File: config.mk
export PLATFORM = sky130hd
export DESIGN_NAME = qbd_port
export DESIGN_NICKNAME = d
export VERILOG_FILES = /design/src/rtl/qbd_pkg.sv /design/src/rtl/qbd_rst_sync.sv /design/src/rtl/qbd_sync.sv /design/src/rtl/qbd_latch.sv /design/src/rtl/qbd_pin_drive.sv /design/src/rtl/qbd_port.sv
export SDC_FILE = /design/constraint.sdc
export NUM_CORES = 1
export LEC_CHECK = 0
export ABC_AREA = 1
export BUFFER_PORTS_ARGS = -buffer_cell sky130_fd_sc_hd__buf_4
export CAP_MARGIN = 25
export CORE_AREA = 2 2 72 74
export CTS_BUF_LIST = sky130_fd_sc_hd__clkbuf_16
export DETAILED_ROUTE_END_ITERATION = 8
export DIE_AREA = 0 0 74 76
export PLACE_DENSITY_LB_ADDON = 0.1
export SLEW_MARGIN = 20
export SYNTH_ARGS = -nofsm -noshare
export SYNTH_HDL_FRONTEND = slang
export SYNTH_SLANG_ARGS = --single-unit
File: constraint.sdc
create_clock -name clk -period 1.74 [get_ports clk]
set_input_delay 0.261 -clock clk [delete_from_list [all_inputs] [get_ports clk]]
set_output_delay 0.261 -clock clk [all_outputs]
set_load 0.1 [all_outputs]
File: src/rtl/qbd_pkg.sv
`timescale 1ns/1ps
package qbd_pkg;
  // source selection for the CPU-side read path
  typedef enum logic {
    RD_PIN   = 1'b0,
    RD_LATCH = 1'b1
  } rd_src_e;

  parameter int unsigned QBD_WIDTH_DEFAULT = 8;
  parameter int unsigned QBD_PULSE_DEFAULT = 2;
  parameter int unsigned QBD_SYNC_DEFAULT  = 2;
endpackage

File: src/rtl/qbd_rst_sync.sv
`timescale 1ns/1ps
module qbd_rst_sync (
  input  logic clk,
  input  logic rst_n,
  output logic rst_n_s
);
  logic [1:0] rst_ff;

  always_ff @(posedge clk or negedge rst_n) begin
    if (!rst_n) rst_ff <= 2'b00;
    else        rst_ff <= {rst_ff[0], 1'b1};
  end

  assign rst_n_s = rst_ff[1];
endmodule

File: src/rtl/qbd_sync.sv
`timescale 1ns/1ps
module qbd_sync #(
  parameter int unsigned WIDTH  = 8,
  parameter int unsigned STAGES = 2
) (
  input  logic             clk,
  input  logic             rst_n,
  input  logic [WIDTH-1:0] d,
  output logic [WIDTH-1:0] q
);
  logic [WIDTH-1:0] stg [STAGES];

  // first stage samples the asynchronous pads; reset value is "pulled high"
  always_ff @(posedge clk or negedge rst_n) begin
    if (!rst_n) stg[0] <= '1;
    else        stg[0] <= d;
  end

  for (genvar s = 1; s < STAGES; s++) begin : g_stage
    always_ff @(posedge clk or negedge rst_n) begin
      if (!rst_n) stg[s] <= '1;
      else        stg[s] <= stg[s-1];
    end
  end

  assign q = stg[STAGES-1];
endmodule

File: src/rtl/qbd_latch.sv
`timescale 1ns/1ps
module qbd_latch #(
  parameter int unsigned WIDTH = 8,
  localparam int unsigned AW   = (WIDTH > 1) ? $clog2(WIDTH) : 1
) (
  input  logic             clk,
  input  logic             rst_n,
  input  logic             byte_en,
  input  logic [WIDTH-1:0] byte_data,
  input  logic             bit_en,
  input  logic [AW-1:0]    bit_addr,
  input  logic             bit_val,
  output logic [WIDTH-1:0] latch_q
);
  logic [WIDTH-1:0] latch_d;
  logic             ld_en;

  // next-state: byte write first, otherwise merge one bit into the held byte
  always_comb begin
    latch_d = latch_q;
    if (byte_en) begin
      latch_d = byte_data;
    end else if (bit_en) begin
      latch_d[bit_addr] = bit_val;
    end
  end

  assign ld_en = byte_en | bit_en;

  always_ff @(posedge clk or negedge rst_n) begin
    if (!rst_n)     latch_q <= '1;
    else if (ld_en) latch_q <= latch_d;
  end

  // byte write wins over a coincident bit write
  p_byte_prio_r9 : assert property (@(posedge clk) disable iff (!rst_n)
    byte_en |=> (latch_q == $past(byte_data)));

  // a lone bit write leaves every other bit untouched
  p_bit_isolated_r8 : assert property (@(posedge clk) disable iff (!rst_n)
    (!byte_en && bit_en) |=>
      (((latch_q ^ $past(latch_q)) & ~(WIDTH'(1) << $past(bit_addr))) == '0));

  // addressed bit carries the written value
  p_bit_value_r8 : assert property (@(posedge clk) disable iff (!rst_n)
    (!byte_en && bit_en) |=> (latch_q[$past(bit_addr)] == $past(bit_val)));
endmodule

File: src/rtl/qbd_pin_drive.sv
`timescale 1ns/1ps
module qbd_pin_drive #(
  parameter int unsigned PULSE_CYCLES = 2,
  localparam int unsigned CW          = $clog2(PULSE_CYCLES + 1)
) (
  input  logic clk,
  input  logic rst_n,
  input  logic latch_bit,
  input  logic pin_sync,
  output logic pd_en,
  output logic spu_en,
  output logic keep_en,
  output logic wpu_en
);
  logic          drive_q;
  logic [CW-1:0] cnt_q, cnt_d;

  // next-state of the strong pull-up burst counter
  always_comb begin
    if (!latch_bit)                  cnt_d = '0;                // cancel on a falling latch
    else if (!drive_q)               cnt_d = CW'(PULSE_CYCLES); // 0 -> 1 transition
    else if (cnt_q != '0)            cnt_d = cnt_q - CW'(1);
    else                             cnt_d = cnt_q;
  end

  always_ff @(posedge clk or negedge rst_n) begin
    if (!rst_n) begin
      drive_q <= 1'b1;
      cnt_q   <= '0;
    end else begin
      drive_q <= latch_bit;
      cnt_q   <= cnt_d;
    end
  end

  assign pd_en   = ~drive_q;
  assign wpu_en  = drive_q;
  assign spu_en  = (cnt_q != '0);
  assign keep_en = pin_sync;

  // burst starts in the cycle the driven copy rises
  p_burst_start_r3 : assert property (@(posedge clk) disable iff (!rst_n)
    $rose(drive_q) |-> spu_en);

  // burst lasts past its first cycle when the latch stays high
  if (PULSE_CYCLES >= 2) begin : g_len
    p_burst_second_r3 : assert property (@(posedge clk) disable iff (!rst_n)
      ($rose(drive_q) && latch_bit) |=> spu_en);
  end

  // no burst without a preceding rise
  p_burst_cause_r3 : assert property (@(posedge clk) disable iff (!rst_n)
    $rose(spu_en) |-> $rose(drive_q));

  // a fall during the burst ends it immediately, no overlap with pull-down
  p_cancel_r11 : assert property (@(posedge clk) disable iff (!rst_n)
    (drive_q && !latch_bit) |=> (!spu_en && pd_en));

  p_no_fight_r11 : assert property (@(posedge clk) disable iff (!rst_n)
    !(spu_en && pd_en));
endmodule

File: src/rtl/qbd_port.sv
`timescale 1ns/1ps
module qbd_port
  import qbd_pkg::*;
#(
  parameter int unsigned WIDTH        = QBD_WIDTH_DEFAULT,
  parameter int unsigned PULSE_CYCLES = QBD_PULSE_DEFAULT,
  parameter int unsigned SYNC_STAGES  = QBD_SYNC_DEFAULT,
  localparam int unsigned AW          = (WIDTH > 1) ? $clog2(WIDTH) : 1
) (
  input  logic             clk,
  input  logic             rst_n,
  input  logic             wr_byte_en,
  input  logic [WIDTH-1:0] wr_byte_data,
  input  logic             wr_bit_en,
  input  logic [AW-1:0]    wr_bit_addr,
  input  logic             wr_bit_val,
  input  logic             rd_rmw,
  input  logic [WIDTH-1:0] pin_in,
  output logic [WIDTH-1:0] rd_data,
  output logic [WIDTH-1:0] pd_en,
  output logic [WIDTH-1:0] spu_en,
  output logic [WIDTH-1:0] keep_en,
  output logic [WIDTH-1:0] wpu_en
);
  logic             rst_n_s;
  logic [WIDTH-1:0] latch_q;
  logic [WIDTH-1:0] pin_s;
  rd_src_e          rd_src;

  qbd_rst_sync u_rst (
    .clk     (clk),
    .rst_n   (rst_n),
    .rst_n_s (rst_n_s)
  );

  qbd_latch #(.WIDTH(WIDTH)) u_latch (
    .clk       (clk),
    .rst_n     (rst_n_s),
    .byte_en   (wr_byte_en),
    .byte_data (wr_byte_data),
    .bit_en    (wr_bit_en),
    .bit_addr  (wr_bit_addr),
    .bit_val   (wr_bit_val),
    .latch_q   (latch_q)
  );

  qbd_sync #(.WIDTH(WIDTH), .STAGES(SYNC_STAGES)) u_sync (
    .clk   (clk),
    .rst_n (rst_n_s),
    .d     (pin_in),
    .q     (pin_s)
  );

  for (genvar i = 0; i < WIDTH; i++) begin : g_bit
    qbd_pin_drive #(.PULSE_CYCLES(PULSE_CYCLES)) u_drv (
      .clk       (clk),
      .rst_n     (rst_n_s),
      .latch_bit (latch_q[i]),
      .pin_sync  (pin_s[i]),
      .pd_en     (pd_en[i]),
      .spu_en    (spu_en[i]),
      .keep_en   (keep_en[i]),
      .wpu_en    (wpu_en[i])
    );
  end

  // read path: latch for read-modify-write, synchronized pins otherwise
  assign rd_src = rd_src_e'(rd_rmw);

  always_comb begin
    if (rd_src == RD_LATCH) rd_data = latch_q;
    else                    rd_data = pin_s;
  end

  // pull-down reflects the latch one cycle late
  p_pd_lag_r10 : assert property (@(posedge clk) disable iff (!rst_n_s)
    pd_en == ~$past(latch_q));

  // very weak pull-up reflects the latch one cycle late
  p_wpu_lag_r5 : assert property (@(posedge clk) disable iff (!rst_n_s)
    wpu_en == $past(latch_q));

  // first cycle out of reset shows a released, high port
  p_reset_state_r1 : assert property (@(posedge clk) disable iff (!rst_n_s)
    $rose(rst_n_s) |-> (latch_q == '1 && spu_en == '0));
endmodule

==> reports/metrics.sh, run 1 <==
OUTCOME='completed'
SETUP_VIOLATION_TOTAL_IN_THE_FINAL_TIMING_REPORT=0
FINAL_PERIOD_MINUS_WORST_SETUP_SLACK_NS=1.59
DETAILED_PLACE_HPWL_UM=2980
REG2REG_FROM='g_bit[2].u_drv.cnt_q[0]'
FINAL.SETUP_SKEW_NS=0.00307
CRIT_FANOUT=4
ROW_COUNT=26
TIMING_HOLD_VIOLATIONS_FINAL=0
HOLDCRITSTARTPOINT='pin_in[2]'
FINALWEIGHTEDCONGESTION=0.780
DRIVE_GT1_SHARE_PCT=41.1
X_DIMENSION_OF_THE_DIE_UM=74
DRT_FIRST_ITER_VIOLATIONS=48
CRITICALPATHCATEGORY='register to output pin'
PLACEABLE_CORE_REGION_UM2=4910
DRC=0
CTS_TREE='yes'
ANTENNA_VIOLATING_NETS_POST_ROUTE=0
P_SW_mW=1.26
ELEMENT_TYPE_AT_THE_CRITICAL_PATH_END='output pin'
POST-CTS-SETUP-BUFFERS=0
POST_SYNTH_DESIGN_CELL_AREA_UM2=2440
REQUIRED_NS=1.48
AVGSYNTHCELLAREA_UM2=9.36
ROUTEDWLPERCELL_UM=10.9
WORST_SETUP_PATH_START_KIND='register'
CTS_HOLD_BUFFERS=1
GRT_SETUP_UNREPAIRED='false'
RR_WORST_DEPTH=4
GLOBALROUTETOTALUTIL_PCT=16.3
CRITICAL_PATH_ARRIVAL_NS=1.33
LAYOUT.CELLS.NON_FILLER=369
SYNTH_FP_NETS=294
CTS.SINKS=50
CLK_TRANSITION_REPORTED_PATHS_NS=0.06
PIN_COUNT_OF_THE_BIGGEST_NET_ENTERING_GLOBAL_ROUTING=24
SYN_INST=261
SYNTH.FF_LATCH_COUNT=50
NUMBER_OF_MAX_CAPACITANCE_VIOLATIONS_REPORTED=0
FINAL_CRITICAL_PATH_SHARE_OF_THE_CLOCK_PERIOD_PCT=91.4
HOLD_WS_NS=0.0809
NETSWITCHINGFRACTION_PCT=38.3
GRT_FIRST_PASS_WIRELENGTH_UM=7170
ROUTED_VIA_DENSITY=4.59
COUNT_OF_UNIQUE_LIBRARY_CELLS_INSTANTIATED_BY_YOSYS=20
CTS.PATH.MAX_BUFFERS=2
GRT-OVFL-TOTAL=0
DIE-AREA_UM2=5620
SETUP_TOTAL_NEGATIVE_SLACK_NS=0
HTREE_LEVELS=2
YOSYS_WARNINGS=0
CTS-ROOT-BUF='clkbuf_16'
MIN-DELAY-PATH-CLASS='primary input to register'
PWR_DENSITY_CELL_nW_PER_UM2=1130
INITIAL_CORE_UTILIZATION_PCT=49.7
SLEW_VIOL_FINAL=0
REGTOREGENDPOINT='g_bit[2].u_drv.cnt_q[1]'
ROUTE.FINAL.WIRE_LENGTH_UM=4020
POWER_REPORT.INTERNAL_TOTAL_mW=2.04
FLOW.AREA_GROWTH_FROM_SYNTHESIS_PCT=19.9
DIE_HEIGHT_UM=76
IOPINCOUNT=65
P_LEAK_nW=1.43
MOST_FREQUENT_CELLS_IN_THE_LAYOUT='buf_4 (65), nand2_1 (44), inv_1 (37)'
DESIGN.FINAL.NETS=331
R2R_SETUP_SLACK_NS=0.58
DP_CELLS=360
PWR-SHARE-SEQ_PCT=40.9
LEADING_CELL_TYPE_IN_THE_LAYOUT_FILL_AND_TAPS_EXCLUDED='buf_4'
PORT_BUFFERS=64
ANTENNA_VIOLATIONS_BEFORE_REPAIR=0
CLOCK_INSERTION_DELAY_WORST_SKEW_NS=0.28
FMAX_MHz=629
FINAL_CORE_UTILIZATION_PCT=59.6
CLOCK_POWER_SHARE_PCT=27.1
DETAILEDROUTE.FIRSTPASSITERATIONCOUNT=4
VIA_COUNT_OF_THE_FIRST_GLOBAL_ROUTING_PASS=1658
POST_CTS_RESIZED=0
VIA_COUNT=1693
NUMBER_OF_DIODES=0
TIMING.CRITICAL_PATH.FROM='u_latch.latch_q[3]'
WORSTSETUPENDPOINT='rd_data[3]'
VDD.IR_DROP.WORST_mV=0.573
COMB_POWER_SHARE_PCT=32.0
SEQ_AREA_FRAC_SYNTH_PCT=52.8
NUMCTSBUFFERS=5
flip-flops by register name (all words and copies together), names as in the netlist:
register,count
g_bit.u_drv.cnt_q,16
g_bit.u_drv.wpu_en,8
u_latch.latch_q,8
u_rst.rst_ff,2
u_sync.q,8
u_sync.stg,8
power groups by stage:
stage               clock [mW]  combinational [mW]  sequential (mW)
floorplan                    0               0.936             1.36
global placement             0                1.06             1.37
detailed placement           0                1.06             1.37
CTS                      0.933                1.06             1.35
global route             0.989                1.12             1.37
finish                   0.895                1.06             1.35
logic make-up (layout without fill, tap and decap cells):
group	Yosys count	in the layout	synth area share, %
compound gates	27	27	5.84
fa+ha+maj	8	8	4.10
buf+inv	77	115	17.3
flops	50	50	52.8
mux	5	5	2.30
other cells	1	1	0.153
simple gates	93	93	17.5
worst max-delay path, cell delays in order (launching register included):
cell     delay [ns]
dfstp_2        0.55
inv_1          0.06
a21oi_2        0.14
buf_4          0.30
layer usage:
| layer | GRT usage [%] | vias up | routed length [um] |
|---|---|---|---|
| met5 | 0 | - | 0 |
| met2 | 26.1 | 43 | 1920 |
| met4 | 4.36 | 0 | 35 |
| met3 | 5.16 | 4 | 263 |
| li1 | - | 876 | - |
| met1 | 21.1 | 770 | 1800 |
how the worst min path moves through the flow:
stage	cells after the start	slack, ns	end
after floorplan	0	-0.03	u_rst.rst_ff[0]
after global placement	1	0.05	u_rst.rst_ff[0]
after detailed placement	1	0.05	u_rst.rst_ff[0]
after CTS	1	0.07	u_sync.stg[10]
after global routing	1	0.07	u_sync.stg[14]
final	1	0.08	u_sync.stg[10]
Yosys cell counts:
master / n / area [um^2]
ha_1: 8 / 100
inv_4: 1 / 6.26
conb_1: 1 / 3.75
or2_2: 3 / 18.8
dfstp_2: 32 / 841
inv_2: 3 / 11.3
mux2_2: 5 / 56.3
o211ai_1: 3 / 22.5
o21ai_0: 12 / 60.1
nor2_1: 4 / 15.0
a21oi_1: 12 / 60.1
nor2_2: 2 / 12.5
buf_2: 3 / 15.0
inv_1: 36 / 135
nor2_4: 1 / 11.3
nand3_1: 32 / 160
dfrtp_1: 18 / 450
nand2_1: 44 / 165
buf_4: 34 / 255
nand4_1: 7 / 43.8
per-stage QoR:
step	setup slack, ns	total power, mW	instance area, um^2
2_1_floorplan	0.0407	2.30	2450
3_3_place_gp	0.425	2.43	2780
3_5_place_dp	0.421	2.43	2780
4_1_cts	0.134	3.35	2930
5_1_grt	0.0631	3.47	2930
6_report	0.150	3.30	2930
area by class of cell:
cell class / count / area, um^2
tap: 70 / 87.6
sequential: 50 / 1290
multi-input combinational: 134 / 741
timing repair buffer: 67 / 518
clock buffer: 5 / 125
clock inverter: 3 / 12.5
fill: 442 / 1980
inverter: 40 / 153
(Power assumes the default switching activity.)
==> run 2, diff against run 1 <==
- GPL_TIMING_DRIVEN: unset -> 0
- SETUP_SLACK_MARGIN: unset -> 0.1
==> run 2 against run 1 <==
Against the previous run:
- sequential power barely moved
- critical path depth rose by 2
- clock skew fell by 0.00057 ns
- sequential cell count did not move
- count of clock-buffer cells in the layout did not move
==> reports/metrics.sh, run 2 (synthesis gave the netlist of run 1 again) <==
PLACE_WORST_SETUP_SLACK_NS=0.167
COMB_POWER_SHARE_PCT=34.5
NUMCTSBUFFERS=5
GRT_FIRST_PASS_WIRELENGTH_UM=7220
ELEMENT_TYPE_AT_THE_CRITICAL_PATH_END='output pin'
DETAILED_PLACE_HPWL_UM=3240
ROUTE.FINAL.WIRE_LENGTH_UM=4450
LEADING_CELL_TYPE_IN_THE_LAYOUT_FILL_AND_TAPS_EXCLUDED='buf_4'
LARGEST_REGISTER_FF_COUNT=16
CRITICALPATHCATEGORY='register to output pin'
CTS.SINKS=50
CRITICAL_PATH_ARRIVAL_NS=1.34
IOPINCOUNT=65
FLOW.AREA_GROWTH_FROM_SYNTHESIS_PCT=32.7
VIA_COUNT_OF_THE_FIRST_GLOBAL_ROUTING_PASS=1685
DIE_HEIGHT_UM=76
FINALWEIGHTEDCONGESTION=0.767
FMAX_MHz=625
FINAL_PERIOD_MINUS_WORST_SETUP_SLACK_NS=1.60
INITIAL_CORE_UTILIZATION_PCT=49.7
ANTENNA_VIOLATING_NETS_POST_ROUTE=0
P_SW_mW=1.31
REG2REG_FROM='g_bit[1].u_drv.cnt_q[0]'
REQUIRED_NS=1.48
DP_CELLS=393
NETSWITCHINGFRACTION_PCT=37.9
ROW_COUNT=26
PLACEABLE_CORE_REGION_UM2=4910
DETAILEDROUTE.FIRSTPASSITERATIONCOUNT=4
CTS_TREE='yes'
CRIT_PATH_CELL_CHAIN='inv_1, ha_2, inv_1, buf_4, buf_4'
SLEW_VIOL_FINAL=0
MIN-DELAY-PATH-CLASS='primary input to register'
CRIT_FANOUT=5
NUMBER_OF_DIODES=0
DIE-AREA_UM2=5620
REGTOREGENDPOINT='g_bit[1].u_drv.cnt_q[1]'
CRITPATHSLOWESTCELL='dfrtp_1'
FINAL.SETUP_SKEW_NS=0.00249
DESIGN.FINAL.NETS=364
WORSTHOLDENDPOINT='u_sync.stg[9]'
HTREE_LEVELS=2
MIN_DELAY_PATH_DEPTH=1
CTS.PATH.MAX_BUFFERS=2
PORT_BUFFERS=61
P_LEAK_nW=1.61
POST-CTS-SETUP-BUFFERS=0
CRITPATHMAXSTAGEDELAY_NS=0.35
NUMBER_OF_MAX_CAPACITANCE_VIOLATIONS_REPORTED=0
FINAL_CRITICAL_PATH_SHARE_OF_THE_CLOCK_PERIOD_PCT=91.9
SLEW_WORST_PIN_NS=0.553
X_DIMENSION_OF_THE_DIE_UM=74
GLOBALROUTETOTALUTIL_PCT=16.6
OUTCOME='completed'
POWER_REPORT.INTERNAL_TOTAL_mW=2.14
PIN_COUNT_OF_THE_BIGGEST_NET_ENTERING_GLOBAL_ROUTING=26
GRT-OVFL-TOTAL=0
RR_WORST_DEPTH=4
HOLDCRITSTARTPOINT='pin_in[1]'
CRITPATHTOPFAMILY='buffers and inverters'
CTS-ROOT-BUF='clkbuf_16'
ROUTEDWLPERCELL_UM=11.1
LAYOUT.CELLS.NON_FILLER=402
GRT_SETUP_UNREPAIRED='true'
CLOCK_POWER_SHARE_PCT=26.1
PWR-SHARE-SEQ_PCT=39.4
PWR_DENSITY_CELL_nW_PER_UM2=1060
LARGEST_REG_BY_FF_COUNT='g_bit.u_drv.cnt_q'
MOST_FREQUENT_CELLS_IN_THE_LAYOUT='buf_4 (85), nand2_1 (44), inv_1 (39)'
WORST_SLEW_MARGIN_REL_PCT=63.2
R2R_SETUP_SLACK_NS=0.53
ANTENNA_VIOLATIONS_BEFORE_REPAIR=0
DRT_FIRST_ITER_VIOLATIONS=69
WORST-PATH-BUF-INV=4
DRIVE_GT1_SHARE_PCT=47.6
DRC=0
ROUTED_VIA_DENSITY=4.57
VDD.IR_DROP.WORST_mV=0.620
SETUP_VIOLATION_TOTAL_IN_THE_FINAL_TIMING_REPORT=0
TIMING_HOLD_VIOLATIONS_FINAL=0
FIN_WS_NS=0.141
CLOCK_INSERTION_DELAY_WORST_SKEW_NS=0.28
WORST_SETUP_PATH_START_KIND='register'
VIA_COUNT=1836
CLK_TRANSITION_REPORTED_PATHS_NS=0.06
## run 2: cell type report
| cell class | count | area [um^2] |
|---|---|---|
| clock buffers | 5 | 125 |
| plain buffers | 37 | 270 |
| well taps | 70 | 87.6 |
| flip-flops and latches | 50 | 1290 |
| inverters | 40 | 153 |
| repair buffers | 63 | 533 |
| multi-input cells | 134 | 771 |
| clock inverters | 3 | 11.3 |
| fillers | 404 | 1670 |
## run 2: per-layer routing
layer  vias to the layer above  GRT usage [%]  part of all wire (%)
li1                        943              -                     -
met1                       836           22.3                    45
met2                        50           24.7                    47
met3                         7           5.95                   7.0
met4                         0           6.00                   1.6
met5                         -              0                     0
## run 2: power groups by stage
| stage | Sequential, mW | Clock [mW] | Combinational, mW |
|---|---|---|---|
| 2_1_floorplan | 1.36 | 0 | 0.945 |
| 3_3_place_gp | 1.38 | 0 | 1.14 |
| 3_5_place_dp | 1.38 | 0 | 1.17 |
| 4_1_cts | 1.36 | 0.926 | 1.17 |
| 5_1_grt | 1.37 | 0.963 | 1.25 |
| 6_report | 1.36 | 0.899 | 1.19 |
## run 2: what timing repair did
action / 4_1_cts / 5_1_grt
hold buffers: 1 / 0
endpoints found under the hold margin: 2 / 0
gates resized for setup: 1 / 12
setup endpoints to repair: 1 / 10
pin swaps: 0 / 0
## run 2: worst max-delay path by stage
stage / slack (ns) / to / cells after the start / startpoint
global placement: -0.25 / g_bit[5].u_drv.cnt_q[0] / 0 / u_rst.rst_ff[1]
finish: 0.14 / spu_en[2] / 5 / g_bit[2].u_drv.cnt_q[0]
global route: 0.07 / spu_en[2] / 5 / g_bit[2].u_drv.cnt_q[0]
detailed placement: 0.17 / rd_data[5] / 4 / rd_rmw
CTS: 0.10 / rd_data[1] / 3 / u_latch.latch_q[1]
floorplan: 0.30 / g_bit[0].u_drv.cnt_q[0] / 0 / u_rst.rst_ff[1]
## run 2: worst register-to-register path: cells and delay by family (launching register included)
kind            cells  cell delay, ns
simple gates        1            0.27
flops               1            0.36
fa+ha+maj           1            0.27
buf+inv             1            0.09
compound gates      1            0.14
## run 2: per-stage QoR
stage	hold WS (ns)	instance area, um^2	setup TNS (ns)	utilization (%)	total power [mW]
2_1_floorplan	-0.0346	2480	0	-	2.31
3_3_place_gp	0.0447	3020	-4.06	61.5	2.52
3_5_place_dp	0.0477	3050	0	62.1	2.54
4_1_cts	0.0722	3200	0	65.2	3.46
5_1_grt	0.0720	3240	0	66.0	3.59
6_report	0.0784	3240	0	66.0	3.45
